==> src/rtl/refmon_pkg.sv <==
package refmon_pkg;
  typedef enum logic [1:0] {
    MON_OK   = 2'd0,
    MON_SOFT = 2'd1,
    MON_LOST = 2'd2
  } mon_state_t;
endpackage

==> src/rtl/refmon_sync.sv <==
module refmon_sync #(
  parameter int SYNC_STAGES = 2
) (
  input  logic clk,
  input  logic rst,
  input  logic ref_in,
  output logic rise_o
);
  // chain[SYNC_STAGES-1] is the synchronized level, the last bit its history
  logic [SYNC_STAGES:0] chain;

  always_ff @(posedge clk) begin
    if (rst) chain <= '0;
    else     chain <= {chain[SYNC_STAGES-1:0], ref_in};
  end

  assign rise_o = chain[SYNC_STAGES-1] & ~chain[SYNC_STAGES];
endmodule

==> src/rtl/refmon_timer.sv <==
module refmon_timer #(
  parameter int TW = 17
) (
  input  logic          clk,
  input  logic          rst,
  input  logic          rise_i,
  input  logic [TW-1:0] limit,
  output logic          expire_o,
  output logic          enabled_o
);
  logic [TW-1:0] cnt;
  logic          at_limit;

  assign enabled_o = |limit;
  // >= guards against a limit lowered below the running count
  assign at_limit  = (cnt >= (limit - TW'(1)));
  assign expire_o  = enabled_o & ~rise_i & at_limit;

  always_ff @(posedge clk) begin
    if (rst || !enabled_o || rise_i || at_limit) cnt <= '0;
    else                                          cnt <= cnt + TW'(1);
  end
endmodule

==> src/rtl/refmon_fsm.sv <==
module refmon_fsm
  import refmon_pkg::*;
#(
  parameter int QUAL_EDGES = 8
) (
  input  logic       clk,
  input  logic       rst,
  input  logic       rise_i,
  input  logic       expire_i,
  input  logic       enabled_i,
  input  logic [1:0] mask_i,
  output logic       soft_o,
  output logic       los_o,
  output logic       freeze_o,
  output logic       irq_o
);
  localparam int QW = $clog2(QUAL_EDGES + 1);

  mon_state_t    state, nxt;
  logic [QW-1:0] qual, qual_nxt;
  logic          soft_nxt, los_nxt;

  always_comb begin
    nxt      = state;
    qual_nxt = qual;
    if (!enabled_i) begin
      nxt      = MON_OK;
      qual_nxt = '0;
    end else begin
      unique case (state)
        MON_OK: begin
          qual_nxt = '0;
          if (expire_i) nxt = MON_SOFT;
        end
        MON_SOFT: begin
          if (rise_i)        nxt = MON_OK;
          else if (expire_i) begin
            nxt      = MON_LOST;
            qual_nxt = '0;
          end
        end
        MON_LOST: begin
          if (expire_i) qual_nxt = '0;
          else if (rise_i) begin
            if (qual == QW'(QUAL_EDGES - 1)) begin
              nxt      = MON_OK;
              qual_nxt = '0;
            end else begin
              qual_nxt = qual + QW'(1);
            end
          end
        end
        default: nxt = MON_OK;
      endcase
    end
  end

  assign soft_nxt = (nxt == MON_SOFT);
  assign los_nxt  = (nxt == MON_LOST);

  always_ff @(posedge clk) begin
    if (rst) begin
      state    <= MON_OK;
      qual     <= '0;
      soft_o   <= 1'b0;
      los_o    <= 1'b0;
      freeze_o <= 1'b0;
      irq_o    <= 1'b0;
    end else begin
      state    <= nxt;
      qual     <= qual_nxt;
      soft_o   <= soft_nxt;
      los_o    <= los_nxt;
      freeze_o <= (nxt != MON_OK);
      irq_o    <= ((soft_nxt != soft_o) & ~mask_i[0]) |
                  ((los_nxt  != los_o)  & ~mask_i[1]);
    end
  end
endmodule

==> src/rtl/ref_loss_monitor.sv <==
module ref_loss_monitor #(
  parameter int TOUT_W      = 17,
  parameter int SYNC_STAGES = 2,
  parameter int QUAL_EDGES  = 8
) (
  input  logic              clk,
  input  logic              rst,
  input  logic              ref_clk_in,
  input  logic [TOUT_W-1:0] timeout_val,
  input  logic [1:0]        irq_mask,
  output logic              soft_alarm,
  output logic              los_alarm,
  output logic              freeze,
  output logic              irq_pulse
);
  logic ref_rise;
  logic tout_expire;
  logic mon_enabled;

  refmon_sync #(.SYNC_STAGES(SYNC_STAGES)) u_sync (
    .clk    (clk),
    .rst    (rst),
    .ref_in (ref_clk_in),
    .rise_o (ref_rise)
  );

  refmon_timer #(.TW(TOUT_W)) u_timer (
    .clk       (clk),
    .rst       (rst),
    .rise_i    (ref_rise),
    .limit     (timeout_val),
    .expire_o  (tout_expire),
    .enabled_o (mon_enabled)
  );

  refmon_fsm #(.QUAL_EDGES(QUAL_EDGES)) u_fsm (
    .clk       (clk),
    .rst       (rst),
    .rise_i    (ref_rise),
    .expire_i  (tout_expire),
    .enabled_i (mon_enabled),
    .mask_i    (irq_mask),
    .soft_o    (soft_alarm),
    .los_o     (los_alarm),
    .freeze_o  (freeze),
    .irq_o     (irq_pulse)
  );
endmodule

==> config.mk <==
export PLATFORM = sky130hd
export DESIGN_NAME = ref_loss_monitor
export DESIGN_NICKNAME = d
export VERILOG_FILES = /design/src/rtl/refmon_pkg.sv /design/src/rtl/refmon_sync.sv /design/src/rtl/refmon_timer.sv /design/src/rtl/refmon_fsm.sv /design/src/rtl/ref_loss_monitor.sv
export SDC_FILE = /design/constraint.sdc
export NUM_CORES = 1
export LEC_CHECK = 0
export BUFFER_PORTS_ARGS = -buffer_cell sky130_fd_sc_hd__buf_2
export CORE_MARGIN = 2
export CORE_UTILIZATION = 54
export CTS_BUF_LIST = sky130_fd_sc_hd__clkbuf_4
export DETAILED_ROUTE_END_ITERATION = 10
export PLACE_DENSITY = 0.8
export REMOVE_ABC_BUFFERS = 1
export SYNTH_ARGS = -nofsm -noshare
export SYNTH_HDL_FRONTEND = slang
export SYNTH_SLANG_ARGS = --single-unit
==> constraint.sdc <==
create_clock -name clk -period 3.46 [get_ports clk]
set_input_delay 0.519 -clock clk [delete_from_list [all_inputs] [get_ports clk]]
set_output_delay 0.519 -clock clk [all_outputs]
set_load 0.02 [all_outputs]
# Word level (Yosys, flattened, before mapping)
# Index checks and enable logic that the tools add are counted.
[word_totals]
elab_cells = 57
input_bits = 22
reg_bits = 30
output_inout_bits = 4
[op_classes]
add_sub_neg = 3
bitwise = 11
reduce_logical = 10
n_lt_le_gt_ge = 1
eq_ne = 10
muxes = 14
[ops]
columns = ["cell", "count"]
rows = [
  ["two-way mux 4 bit", 5],
  ["adder 17 x 1 -> 17 bit (second input constant)", 1],
  ["greater-or-equal comparator 17 bit", 1],
  ["OR reduction 17 bit", 1],
  ["subtractor 17 x 1 -> 17 bit (second input constant)", 1],
  ["two-way mux 2 bit", 7],
  ["one-hot mux 4 bit (3 select lines)", 1],
  ["one-hot mux 2 bit (3 select lines)", 1],
  ["bitwise AND 1 bit", 5],
  ["NOT 1 bit", 5],
  ["adder 4 x 1 -> 4 bit (second input constant)", 1],
  ["== test 2 x 1 -> 1 bit (second input constant)", 2],
  ["== test 2 bit (second input constant)", 2],
  ["== test 4 x 3 -> 1 bit (second input constant)", 1],
  ["inequality test 2 bit (second input constant)", 2],
  ["AND reduction 4 bit", 1],
  ["logical OR 1 bit", 3],
  ["inequality test 3 bit (second input constant)", 1],
  ["nonzero test 3 bit", 1],
  ["zero test 2 bit", 1],
  ["inequality test 1 bit", 2],
  ["nonzero test 2 bit", 1],
  ["OR reduction 2 bit", 1],
  ["zero test 1 bit", 1],
  ["bitwise OR 1 bit", 1],
]

# Logic depth before layout (Yosys ltp)
# Gate-level depths: netlist of run 1.
[depth]
depth_word = 13
depth_mapped = 16
ltp_nobuf = 15

# Cells and area by module
# Synthesis of run 1 repeated with hierarchy kept, for this count alone.
[unflattened]
hier_cells = 233
hier_area_um2 = 2004.4
[by_module_without_submodules]
columns = ["mod", "seq_area_each_um2", "area_each_um2", "cells_each", "instances"]
rows = [
  ["refmon_timer", 340.3, 1390.1, 167, 1],
  ["refmon_fsm", 200.2, 526.8, 59, 1],
  ["refmon_sync", 60.1, 87.6, 7, 1],
]

# Worst setup path before layout of run 1
# No wires, ideal clock.
[synth_timing]
kind = "input-to-reg"
startpoint = "input port timeout_val[0]"
endpoint = "register u_fsm.qual[2]"
setup_ns = 0.079
stages = 15
path_slack_ns = 0.056
t_arrival_ns = 3.325
path_buffers = 1
path_cell_list = "nor3_1 > nand2_1 > nor3b_1 > nand2b_1 > nor4_1 > xnor2_1 > ha_1 > and4_1 > nor4b_1 > o211ai_2 > nand2_2 > or3_1 > buf_6 > a2bb2oi_4 > o221ai_2"
[synth_between]
elab_chain_len = 5
[synth_lines]
columns = ["item", "line", "text"]
rows = [
  ["start: declaration", "ref_loss_monitor.sv:9", "input logic [TOUT_W-1:0] timeout_val,"],
  ["subtractor 17 x 1 -> 17 bit / OR reduction 17 bit (equally long branches)", "refmon_timer.sv:16, refmon_timer.sv:14", ""],
  ["greater-or-equal comparator 17 bit / bitwise AND 1 bit (equally long branches)", "refmon_timer.sv:16, refmon_timer.sv:17", ""],
  ["bitwise AND 1 bit", "refmon_timer.sv:17", "assign expire_o = enabled_o & ~rise_i & at_limit;"],
  ["inequality test 3 bit (no source line) (tied with other cells)", "--", ""],
  ["AND reduction 4 bit (no source line) / one-hot mux 4 bit (3 select lines) (equally long branches)", "--", ""],
  ["end signal: assignment", "refmon_fsm.sv:71", "qual <= qual_nxt;"],
  ["end: declaration", "refmon_fsm.sv:20", "logic [QW-1:0] qual, qual_nxt;"],
]
# Parallel ways exist; a longest one is shown, timed or not.
# A chain may end at the register's enable or synchronous reset.

# Final worst setup path of run 1
[layout_timing]
startpoint = "input port timeout_val[0]"
endpoint = "register u_timer.cnt[5]"
[layout_between]
elab_chain_len = 5
[layout_lines]
columns = ["item", "line", "text"]
rows = [
  ["branches (longest 4 deep; another with subtractor 17 x 1 -> 17 bit)", "--", ""],
  ["logical OR 1 bit *", "refmon_timer.sv:20", "if (rst || !enabled_o || rise_i || at_limit) cnt <= '0;"],
  ["end signal: assignment", "refmon_timer.sv:21", "else cnt <= cnt + TW'(1);"],
  ["end: declaration", "refmon_timer.sv:11", "logic [TW-1:0] cnt;"],
]
# Mark *: on every way between the ends.

==> qor.csv, run 1 <==
metric,value,unit
status,"complete, no violations",
nFillCells,321,
cp.arrival,3.52,ns
place.gp.congestion,0.8479,
endpoint_kind,register,
clk_pin_slew,0.09,ns
die-area,4191,µm²
layout_min_cycle_time,3.260,ns
skew,0.01241,ns
dr.first_iter.drc_count,63,
vdd_drop_max,0.0002002,V
clk_latency,0.33,ns
worstPathMaxFanout,17,
drc,0,
layout-drive-gt1-share,0.1871,
dp_hpwl,3.202,mm
swShare,0.2596,
synth-edff-count,0,
synth_common_cells,"nor2_1, dfxtp_1, ha_1, xnor2_1, nand2_1",
setup_viol,0,
cap_violations,0,
synth_area_per_cell,8.334,µm²
clock_path_buffers,2,
grt_pass1_wl,7.051,mm
numCtsBuffers,5,
crit_type,input port to register,
ys_ff_latch,30,
grt_pass1_vias,1665,
core,3606,µm²
leakagePower,0.9090,nW
vias,1748,
relSlewSlack,0.6743,
numClockSinks,30,
hold_class,input port to register,
wl_per_cell,12.21,µm
firstDrtPassIters,4,
p_per_area,269.7,nW/µm²
nNetsFinal,321,
netlist.area_leader.share,0.3015,
syn-cell-area,1992,µm²
yosys-top-cells-area,"dfxtp_1, ha_1, xnor2_1",
yosysMostFrequentCell,nor2_1,
antenna_found_initial,0,
cp.required,3.72,ns
portBuffers,25,
p_sw,0.1599,mW
fin_tns_setup,0,ns
grt.overflow.total,0,
drv_slew,0,
ys.warnings.count,0,
die_w,64.74,µm
num_io_pins,26,
internal_power,0.4559,mW
tritoncts,done,
tightest_slew,0.4842,ns
die_h,64.74,µm
grtUsageTotal,0.2139,
cts_root_buffer,clkbuf_4,
ys_types,44,
htreeDepth,2,
setup.worst_path.start_class,input port,
whs,0.4031,ns
ys_seq_area_frac,0.3015,
syn_inst,239,
antenna_cells,0,
fmax,306.8,MHz
seqPwrFrac,0.574,
p_clk_frac,0.297,
core.rowCount,22,
fin_crit_sh,0.9422,
async_flop_share,0,
rsz0062_at_grt,false,
area_growth,14.64,%
combPwrFrac,0.130,
grt_max_degree,18,
ctsHoldBuffers,0,
power.total,0.6158,mW
yosys.area.top_type,dfxtp_1,
wl,3.980,mm
start_util,0.5524,
hold_violations,0,
ys.flop_type,dfxtp_1,
ant_nets,0,
viasPerCell,5.362,
-- power groups by stage --
stage	registers [mW]	logic (mW)	clock network (mW)
finish	0.353	0.0798	0.183
global route	0.354	0.0906	0.202
CTS	0.353	0.0797	0.189
detailed placement	0.362	0.0789	0
global placement	0.361	0.0772	0
floorplan	0.361	0.0444	0
-- state kept, by name, indices dropped and copies added, names as in the netlist --
register        cells
u_fsm.state         2
u_sync.chain        3
u_fsm.soft_o        1
u_fsm.freeze_o      1
u_fsm.qual          4
u_fsm.irq_o         1
u_timer.cnt        17
u_fsm.los_o         1
-- kinds of logic after synthesis --
group	after synthesis	synth area share
DFF	30	0.3015
and+or+nand+nor	112	0.2783
muxes	2	0.01005
buffers and inverters	13	0.02889
xor gates and xnor gates	31	0.1363
adders and majority gates	20	0.1256
AOI/OAI and AO/OA	31	0.1193
-- cell usage in the layout (no fill, tap or decap), drive strengths merged, types with 7 or more instances in the layout --
cell type   n
ha         20
xnor2      20
xor2       11
o21ai      10
nor3        7
inv        11
nor2b       8
nand2      19
nor2       41
buf        35
nand3      14
a21oi       7
dfxtp      30
-- metrics by stage --
| stage | util | worst slack, ns | std cells | instance area, µm² |
|---|---|---|---|---|
| after floorplan | - | -0.09309 | 237 | 1976 |
| final | 0.6332 | 0.2001 | 326 | 2283 |
| after global routing | 0.6332 | 0.03913 | 326 | 2283 |
| after detailed placement | 0.6201 | -0.1097 | 320 | 2236 |
| after CTS | 0.6315 | 0.2269 | 326 | 2277 |
| after global placement | 0.6201 | 0.04633 | 320 | 2236 |
-- layer usage --
| layer | routed length [µm] | up-vias | global-route usage |
|---|---|---|---|
| met2 | 1903 | 40 | 0.3621 |
| met4 | 56 | 0 | 0.08245 |
| met3 | 206 | 6 | 0.05903 |
| met5 | 0 | - | 0 |
| met1 | 1814 | 797 | 0.2562 |
| li1 | - | 905 | - |
-- final timing paths --
kind,from,end,slack [ns],cells after the start
worst max-delay path,timeout_val[0],u_timer.cnt[5],0.20,15
worst min-delay path,irq_mask[1],u_fsm.irq_o,0.40,2
worst max register to register,u_timer.cnt[7],u_timer.cnt[5],1.26,8
worst min register to register,u_sync.chain[0],u_sync.chain[1],0.45,1
-- final cells by class --
cell class                 instances  area [µm²]  area share
inverter                          11       41.29     0.01808
timing repair buffer              35       200.2     0.08767
clock inverter                     1       3.754    0.001644
sequential                        30       600.6      0.2630
tap                               48       60.06     0.02630
clock buffer                       5       37.54     0.01644
multi-input combinational        196        1340      0.5869
-- worst max-delay path: stages --
cell and delay, ns:
buf_2 0.11, nor3_1 0.28, nand2_1 0.13, nor3b_1 0.29
nand2b_1 0.12, nor4_1 0.27, xnor2_1 0.17, ha_1 0.26
and4_1 0.21, nor4b_2 0.16, o211ai_2 0.08, nand2_2 0.11
or3_1 0.44, buf_4 0.22, nor2_1 0.14
-- repair_timing --
action                                  in CTS  in global routing
resized for setup                            0                  1
buffers inserted                             0                  0
endpoints found under the setup margin       0                  7
No activity file was read; power rests on OpenSTA's default activity.
==> run 2: changes to the inputs <==
CORE_UTILIZATION = 45   (was 54)
CTS_CLUSTER_DIAMETER = 100   (was unset)
PLACE_DENSITY = 0.69   (was 0.8)
==> qor.csv, run 2 (synthesis results as in run 1) <==
metric,value,unit
antenna_found_initial,0,
grt_pass1_vias,1558,
placed_area,2278,µm²
die_h,70.53,µm
hold_violations,0,
drv_slew,0,
wl_per_cell,12.19,µm
clock_path_buffers,2,
final_cell_mix,"nor2_1, dfxtp_1, buf_2",
status,"complete, no violations",
cts_root_buffer,clkbuf_4,
tightest_slew,0.4719,ns
grtUsageTotal,0.1786,
cp.arrival,3.44,ns
grt_max_degree,18,
crit_type,input port to register,
setup_slack,0.2930,ns
p_per_area,274.4,nW/µm²
antenna_cells,0,
core,4294,µm²
area_growth,17.34,%
wl,4.108,mm
clk_latency,0.34,ns
endpoint_kind,register,
layout_min_cycle_time,3.167,ns
viasPerCell,5.181,
die_w,70.53,µm
cap_violations,0,
ant_nets,0,
htreeDepth,2,
vdd_drop_max,0.0002107,V
portBuffers,25,
setup_viol,0,
skew,0.008561,ns
regMostFlops,u_timer.cnt,
fmax,315.8,MHz
firstDrtPassIters,4,
grt.overflow.total,0,
hold_class,input port to register,
layout-drive-gt1-share,0.2070,
post-place-ws,-0.07574,ns
relSlewSlack,0.6825,
num_io_pins,26,
rsz0062_at_grt,false,
worstPathMaxFanout,4,
core.rowCount,24,
vias,1746,
place.gp.congestion,0.8401,
grt_pass1_wl,7.079,mm
setup.worst_path.start_class,input port,
final_cell_area,2337,µm²
clk_pin_slew,0.10,ns
dr.first_iter.drc_count,76,
dp_hpwl,3.256,mm
power.total,0.6412,mW
largest_reg_flops,17,
tritoncts,done,
leakagePower,0.9386,nW
drc,0,
cp.required,3.73,ns
nNetsFinal,326,
die-area,4974,µm²
layout_commonest_cell,nor2_1,
fin_crit_sh,0.9153,
largestRegisters,"u_timer.cnt (17), u_fsm.qual (4), u_sync.chain (3)",
start_util,0.4639,
fin_tns_setup,0,ns
instances_no_fill,337,
numClockSinks,30,
placedCellCount,329,
numCtsBuffers,5,
run 2: cell types whose count changed in the layout (fill, tap and decap cells not counted):
cell and change:
buf_4 +5, nor3_1 -1, nor3_2 +1, clkinvlp_4 +1
nor4b_1 +1, nor4b_2 -1, clkinv_2 +1
run 2: per-stage QoR:
| step | hold WS [ns] | utilization |
|---|---|---|
| after detailed placement | 0.4296 | 0.5306 |
| after floorplan | 0.4138 | - |
| after CTS | 0.3654 | 0.5431 |
| after global routing | 0.3767 | 0.5443 |
| final | 0.3802 | 0.5443 |
| after global placement | 0.4269 | 0.5306 |
run 2: final cells by class:
class / instances / area [µm²]
Clock inverter: 3 / 16.27
Tap cell: 52 / 65.06
Timing Repair Buffer: 40 / 237.7
Fill cell: 406 / 1957
Inverter: 11 / 41.29
Multi-Input combinational cell: 196 / 1339
Clock buffer: 5 / 37.54
Sequential cell: 30 / 600.6
run 2: path summary, 6_finish.rpt:
check | start | endpoint | slack (ns) | depth (start not counted)
hold reg to reg | u_sync.chain[0] | u_sync.chain[1] | 0.45 | 1
hold / removal | irq_mask[1] | u_fsm.irq_o | 0.38 | 2
setup / recovery | timeout_val[3] | u_fsm.qual[3] | 0.29 | 15
setup reg to reg | u_timer.cnt[2] | u_fsm.qual[3] | 1.22 | 8
run 2: critical path: stages:
cell and delay [ns]:
buf_2 0.10, nor3_1 0.27, nand2_1 0.12, nor3b_1 0.30, nand2b_1 0.11, nor4_1 0.24, xnor2_1 0.16, ha_1 0.25
and4_1 0.21, nor4b_1 0.15, o211ai_2 0.08, nand2_2 0.11, or3_1 0.44, a2bb2oi_4 0.18, o221ai_2 0.18
run 2: layer usage:
metal / wire (µm) / global-route usage / up-vias / part of all wire
met5: 0 / 0 / - / 0
met4: 76 / 0.06918 / 0 / 0.019
met3: 174 / 0.03989 / 8 / 0.042
met2: 1798 / 0.2715 / 36 / 0.44
met1: 2058 / 0.2484 / 785 / 0.50
li1: - / - / 917 / -
run 2: power by group:
part	internal (mW)	total [mW]	switching [mW]
clock network	0.0753	0.204	0.128
logic	0.0403	0.0843	0.0440
registers	0.349	0.353	0.00393
run 2: repair_timing:
| action | 4_1_cts | 5_1_grt |
|---|---|---|
| resized for setup | 0 | 1 |
| hold buffers | 0 | 0 |
| setup endpoints to repair | 0 | 18 |
| buffers inserted | 0 | 0 |
